## src/rtl/mbx_pkg.sv

```systemverilog
package mbx_pkg;
  typedef enum logic {
    SND_OPEN = 1'b0,
    SND_HOLD = 1'b1
  } snd_phase_e;
endpackage

```

## src/rtl/mbx_semaphore.sv

```systemverilog
module mbx_semaphore #(
  parameter bit INIT_FREE = 1'b0
) (
  input  logic clk,
  input  logic rst,
  input  logic give_i,
  input  logic take_i,
  output logic free_o
);
  logic free_q;

  always_ff @(posedge clk) begin
    if (rst)                  free_q <= INIT_FREE;
    else if (take_i && free_q) free_q <= 1'b0;
    else if (give_i)          free_q <= 1'b1;
  end

  assign free_o = free_q;

  // a release never hits a semaphore that is already free
  assert_single_release_R10: assert property (@(posedge clk) disable iff (rst)
    give_i |-> !free_q);
endmodule

```

## src/rtl/mbx_send_ctl.sv

```systemverilog
module mbx_send_ctl
  import mbx_pkg::*;
(
  input  logic clk,
  input  logic rst,
  input  logic put_valid,
  input  logic s2_free,
  output logic put_ready,
  output logic post_fire,
  output logic s2_take,
  output logic put_err
);
  snd_phase_e phase_q;
  logic       err_q;

  assign put_ready = (phase_q == SND_OPEN);
  assign post_fire = put_valid && put_ready;
  assign s2_take   = (phase_q == SND_HOLD);

  always_ff @(posedge clk) begin
    if (rst) begin
      phase_q <= SND_OPEN;
    end else begin
      case (phase_q)
        SND_OPEN: if (post_fire) phase_q <= SND_HOLD;
        SND_HOLD: if (s2_free)   phase_q <= SND_OPEN;
        default:                 phase_q <= SND_OPEN;
      endcase
    end
  end

  always_ff @(posedge clk) begin
    if (rst)                         err_q <= 1'b0;
    else if (put_valid && !put_ready) err_q <= 1'b1;
  end

  assign put_err = err_q;

  assert_put_err_sticky_R8: assert property (@(posedge clk) disable iff (rst)
    put_err |=> put_err);
  assert_blocked_until_ack_R5: assert property (@(posedge clk) disable iff (rst)
    (!put_ready && !s2_free) |=> !put_ready);
endmodule

```

## src/rtl/mbx_recv_ctl.sv

```systemverilog
module mbx_recv_ctl (
  input  logic clk,
  input  logic rst,
  input  logic get_ack,
  input  logic s1_free,
  output logic get_valid,
  output logic ack_fire,
  output logic get_err
);
  logic err_q;

  assign get_valid = s1_free;
  assign ack_fire  = get_ack && s1_free;

  always_ff @(posedge clk) begin
    if (rst)                      err_q <= 1'b0;
    else if (get_ack && !s1_free) err_q <= 1'b1;
  end

  assign get_err = err_q;

  assert_get_err_sticky_R8: assert property (@(posedge clk) disable iff (rst)
    get_err |=> get_err);
endmodule

```

## src/rtl/mbx_handshake.sv

```systemverilog
module mbx_handshake #(
  parameter int DATA_W = 32
) (
  input  logic              clk,
  input  logic              rst,
  input  logic              put_valid,
  input  logic [DATA_W-1:0] put_data,
  output logic              put_ready,
  output logic              get_valid,
  output logic [DATA_W-1:0] get_data,
  input  logic              get_ack,
  output logic              put_err,
  output logic              get_err
);
  localparam logic [DATA_W-1:0] DATA_CLEAR = '0;

  logic s1_free, s2_free;
  logic post_fire, s2_take, ack_fire;
  logic [DATA_W-1:0] data_q;

  // S1: released by the producer's post, taken by the consumer's acknowledge
  mbx_semaphore #(.INIT_FREE(1'b0)) u_sem_full (
    .clk(clk), .rst(rst), .give_i(post_fire), .take_i(ack_fire), .free_o(s1_free)
  );

  // S2: released by the consumer's acknowledge, taken by the waiting producer
  mbx_semaphore #(.INIT_FREE(1'b0)) u_sem_done (
    .clk(clk), .rst(rst), .give_i(ack_fire), .take_i(s2_take), .free_o(s2_free)
  );

  mbx_send_ctl u_send (
    .clk(clk), .rst(rst), .put_valid(put_valid), .s2_free(s2_free),
    .put_ready(put_ready), .post_fire(post_fire), .s2_take(s2_take), .put_err(put_err)
  );

  mbx_recv_ctl u_recv (
    .clk(clk), .rst(rst), .get_ack(get_ack), .s1_free(s1_free),
    .get_valid(get_valid), .ack_fire(ack_fire), .get_err(get_err)
  );

  always_ff @(posedge clk) begin
    if (rst)            data_q <= DATA_CLEAR;
    else if (post_fire) data_q <= put_data;
  end

  assign get_data = data_q;

  assert_ready_valid_exclusive_R9: assert property (@(posedge clk) disable iff (rst)
    !(put_ready && get_valid));
  assert_post_fills_R2: assert property (@(posedge clk) disable iff (rst)
    (put_valid && put_ready) |=> (get_valid && !put_ready && get_data == $past(put_data)));
  assert_data_hold_R3: assert property (@(posedge clk) disable iff (rst)
    (get_valid && !get_ack) |=> (get_valid && $stable(get_data)));
  assert_ack_release_R4: assert property (@(posedge clk) disable iff (rst)
    (get_ack && get_valid) |=> (!get_valid && !put_ready) ##1 put_ready);
  assert_stray_post_ignored_R6: assert property (@(posedge clk) disable iff (rst)
    (put_valid && !put_ready && !get_ack) |=> ($stable(get_data) && put_err));
endmodule

```

## config.mk

```make
export PLATFORM = sky130hd
export DESIGN_NAME = mbx_handshake
export DESIGN_NICKNAME = d
export VERILOG_FILES = /design/src/rtl/mbx_pkg.sv /design/src/rtl/mbx_semaphore.sv /design/src/rtl/mbx_send_ctl.sv /design/src/rtl/mbx_recv_ctl.sv /design/src/rtl/mbx_handshake.sv
export SDC_FILE = /design/constraint.sdc
export NUM_CORES = 1
export LEC_CHECK = 0
export ABC_AREA = 1
export CAP_MARGIN = 5
export CORE_MARGIN = 2
export CORE_UTILIZATION = 35
export CTS_CLUSTER_DIAMETER = 80
export CTS_CLUSTER_SIZE = 8
export DETAILED_ROUTE_END_ITERATION = 6
export PLACE_DENSITY = 0.71
export SETUP_SLACK_MARGIN = 0.5
export SYNTH_ARGS = -nofsm -noshare
export SYNTH_HDL_FRONTEND = slang
export SYNTH_SLANG_ARGS = --single-unit
```

## constraint.sdc

```tcl
create_clock -name clk -period 0.9 [get_ports clk]
set_clock_uncertainty 0.05 [all_clocks]
set_input_delay 0.135 -clock clk [delete_from_list [all_inputs] [get_ports clk]]
set_output_delay 0.135 -clock clk [all_outputs]
set_load 0.01 [all_outputs]
```

==> results of run 1 <==
==> worst max path at each step <==
| stage | from | endpoint | slack (ps) |
|---|---|---|---|
| 2_1_floorplan | u_send.s2_take$_SDFF_PP0_ | get_data[11]$_SDFFE_PP0P_ | 30 |
| 3_3_place_gp | put_valid | u_sem_full.free_o$_SDFFE_PP0P_ | -400 |
| 3_5_place_dp | put_valid | get_data[5]$_SDFFE_PP0P_ | -440 |
| 4_1_cts | u_send.s2_take$_SDFF_PP0_ | get_data[5]$_SDFFE_PP0P_ | -140 |
| 5_1_grt | u_send.s2_take$_SDFF_PP0_ | get_data[12]$_SDFFE_PP0P_ | -200 |
| 6_report | u_send.s2_take$_SDFF_PP0_ | get_data[5]$_SDFFE_PP0P_ | -130 |
==> critical path, stage by stage (launching register included) <==
cell	delay [ps]
dfxtp_2	340
buf_6	120
nor2_4	130
buf_12	170
nor2_1	50
nor2_1	100
==> Yosys cell counts (all sizes together) <==
| cell type | instances | area, µm² |
|---|---|---|
| clkinv | 1 | 3.750 |
| nand3 | 32 | 160.2 |
| nor2 | 70 | 270.3 |
| a21oi | 4 | 20.02 |
| inv | 35 | 131.4 |
| buf | 11 | 95.09 |
| dfxtp | 37 | 740.7 |
| nand2 | 36 | 135.1 |
| clkbuf | 2 | 7.510 |
==> metal layers <==
metal,vias to the layer above,track usage,wire length (µm)
met4,0,0.05660,27
met3,2,0.05271,245
met1,687,0.2007,1791
li1,842,-,-
met2,46,0.2399,1764
met5,-,0,0
==> logic make-up after synthesis <==
group           after synthesis  share of synthesized area
compound gates                4                    0.01280
buf+inv                      49                     0.1520
flops                        37                     0.4736
simple gates                138                     0.3616
==> final cells by class <==
| cell class | count | area [µm²] | area share |
|---|---|---|---|
| multi-input cells | 142 | 598.1 | 0.2266 |
| clock buffers | 7 | 107.6 | 0.04078 |
| repair buffers | 88 | 933.4 | 0.3537 |
| well taps | 52 | 65.06 | 0.02466 |
| flip-flops and latches | 37 | 788.3 | 0.2987 |
| inverters | 36 | 138.9 | 0.05263 |
| clock inverters | 1 | 7.507 | 0.002845 |
==> flip-flops by register name (all words and copies together), names as in the netlist <==
name,flops
u_send.s2_take,1
get_data,32
u_send.put_err,1
u_recv.get_err,1
u_sem_done.free_o,1
u_sem_full.free_o,1
==> where the power goes <==
part           switching, W  internal [W]
clock network      0.000598      0.000789
registers         0.0000936       0.00180
logic              0.000410      0.000575
total               0.00110       0.00316
==> cells in the final DEF, fill, tap and decap left out, types with 2 or more instances in the layout <==
master | netlist | layout
nor2_1 | 69 | 67
buf_6 | 6 | 39
nand2_1 | 36 | 36
dfxtp_2 | 0 | 35
clkdlybuf4s50_1 | 0 | 33
inv_1 | 33 | 32
nand3_1 | 32 | 32
buf_4 | 1 | 11
clkbuf_8 | 0 | 6
buf_12 | 0 | 3
inv_2 | 2 | 2
nor2_2 | 0 | 2
a21oi_2 | 0 | 2
a21oi_1 | 4 | 2
==> timing repair <==
action | CTS | global route
buffers inserted | 1 | 3
resized for setup | 198 | 4
endpoints found under the setup margin | 73 | 73
pin swaps | 10 | 2
==> through the flow <==
step | instances | hold slack, ps | utilization | TNS [ps]
2_1_floorplan | 228 | 150.0 | - | 0
3_3_place_gp | 351 | 399.5 | 0.5550 | -18130
3_5_place_dp | 351 | 400.3 | 0.5550 | -18860
4_1_cts | 360 | 230.9 | 0.6027 | -4311
5_1_grt | 363 | 142.5 | 0.6102 | -6971
6_report | 363 | 135.7 | 0.6102 | -3809
==> impl_results.md, run 1 <==
- Run status: complete, but fails checks
- Failing checks: setup timing
- Clock slew at reported path FFs: roughly 80 ps
- CTS tree: yes
- Detailed-placement wirelength estimate: roughly 2600 µm
- Vias after detailed routing: about 1600
- Die Y: roughly 70 µm
- Hold Vio Cnt, Final: 0
- Worst vdd ir: 888.5 µV
- R2r setup slk: -130 ps
- Vias in the first global route: ~1400
- Hold Path Class: input port to flop
- Total power: about 0.0043 W
- Syn. warnings: 0
- Root buffer cell: clkbuf_8
- Pins Over Slew Limit: 0
- Total gr overflow: 0
- Leak: ~1.3 nW
- Sequential area share after synthesis: 0.4736
- Synthesized Nets: between 200 and 300
- Final instance area: ~2600 µm²
- RePlAce Congestion: 0.7671
- Dpl ws: -437.8 ps
- First-pass GRT wire length: slightly above 6000 µm
- Worst Path Max Fanout: 20
- Die Area: between 5000 and 6000 µm²
- Synth Instances: roughly 230
- Critical Path Source Type: flop
- Syn avg cell area: between 6 and 7 µm²
- Syn Std Cell Area: between 1500 and 2000 µm²
- # H-tree levels: 2
- Filler Cell Count: roughly 420
- Worst-Skew Late Latency: 290 ps
- Power per Cell Area: 1614 nW/µm²
- Port Buf Inserts: 71
- RR Startpoint: u_send.s2_take$_SDFF_PP0_
- Reg2Reg Capture Point: get_data[5]$_SDFFE_PP0P_
- Largest net degree at the start of global routing: 34
- Share of cells above drive strength 1: 0.3408
- CP Data Required Time: 1070 ps
- I/O pins: 72
- Area growth syn-to-layout: 68.72%
- Inserted Clock Buffers: 5
- Core area: 4324 µm²
- Min Clock Period, post-route: 1026 ps
- DRC viols: 0
- Worst Path Arrival: roughly 1200 ps
- HP Start: put_valid
- Register bit total from synthesis: 37
- Ant. Diodes: 0
- Initial DRC count: 67
- Sink Count: 37
- Final setup violation count: a little over 70
- Cells on worst reg2reg path: 5
- Initial antenna violation count: 0
- Final period util: 1.140
- WHS Endpoint: u_send.s2_take$_SDFF_PP0_
- Maxcap violations: 0
- All-Layer GR Usage: 0.1547
- Starting Density: 0.3617
- RSZ-0062 raised after global routing: yes
- Fin nets: roughly 350
- Max-slew headroom: 0.8686
- WL final: 3830 µm
- Worst-margin pin slew: approximately 200 ps
- CTS Hold Bufs: 0
- Top achievable clock speed: around 0.97 GHz
- Cell row count: 24
- DRT Pass-1 Iters: 4
- Post-route worst setup slack: -126.3 ps
- WL/cell: about 11 µm
- Critical path type: flop to flop
- Die X: 70.85 µm
- Synth cell types: 13
- Crit. End Element: flop
- Placement Cell Area: approximately 2400 µm²
- ANT nets after route: 0
- Min-Delay Path Depth: 3
- Via density: around 4.3
- Clock buffer depth: 2
No activity file was read; power rests on OpenSTA's default activity.
==> run 2, diff against run 1 <==
--- a/config.mk
+++ b/config.mk
@@ -9,7 +9,6 @@
 export CAP_MARGIN = 5
 export CORE_MARGIN = 2
 export CORE_UTILIZATION = 35
-export CTS_CLUSTER_DIAMETER = 80
 export CTS_CLUSTER_SIZE = 8
 export DETAILED_ROUTE_END_ITERATION = 6
 export PLACE_DENSITY = 0.71
==> results of run 2 <==
Final layout, timing and power as in run 1 (identical DEF).
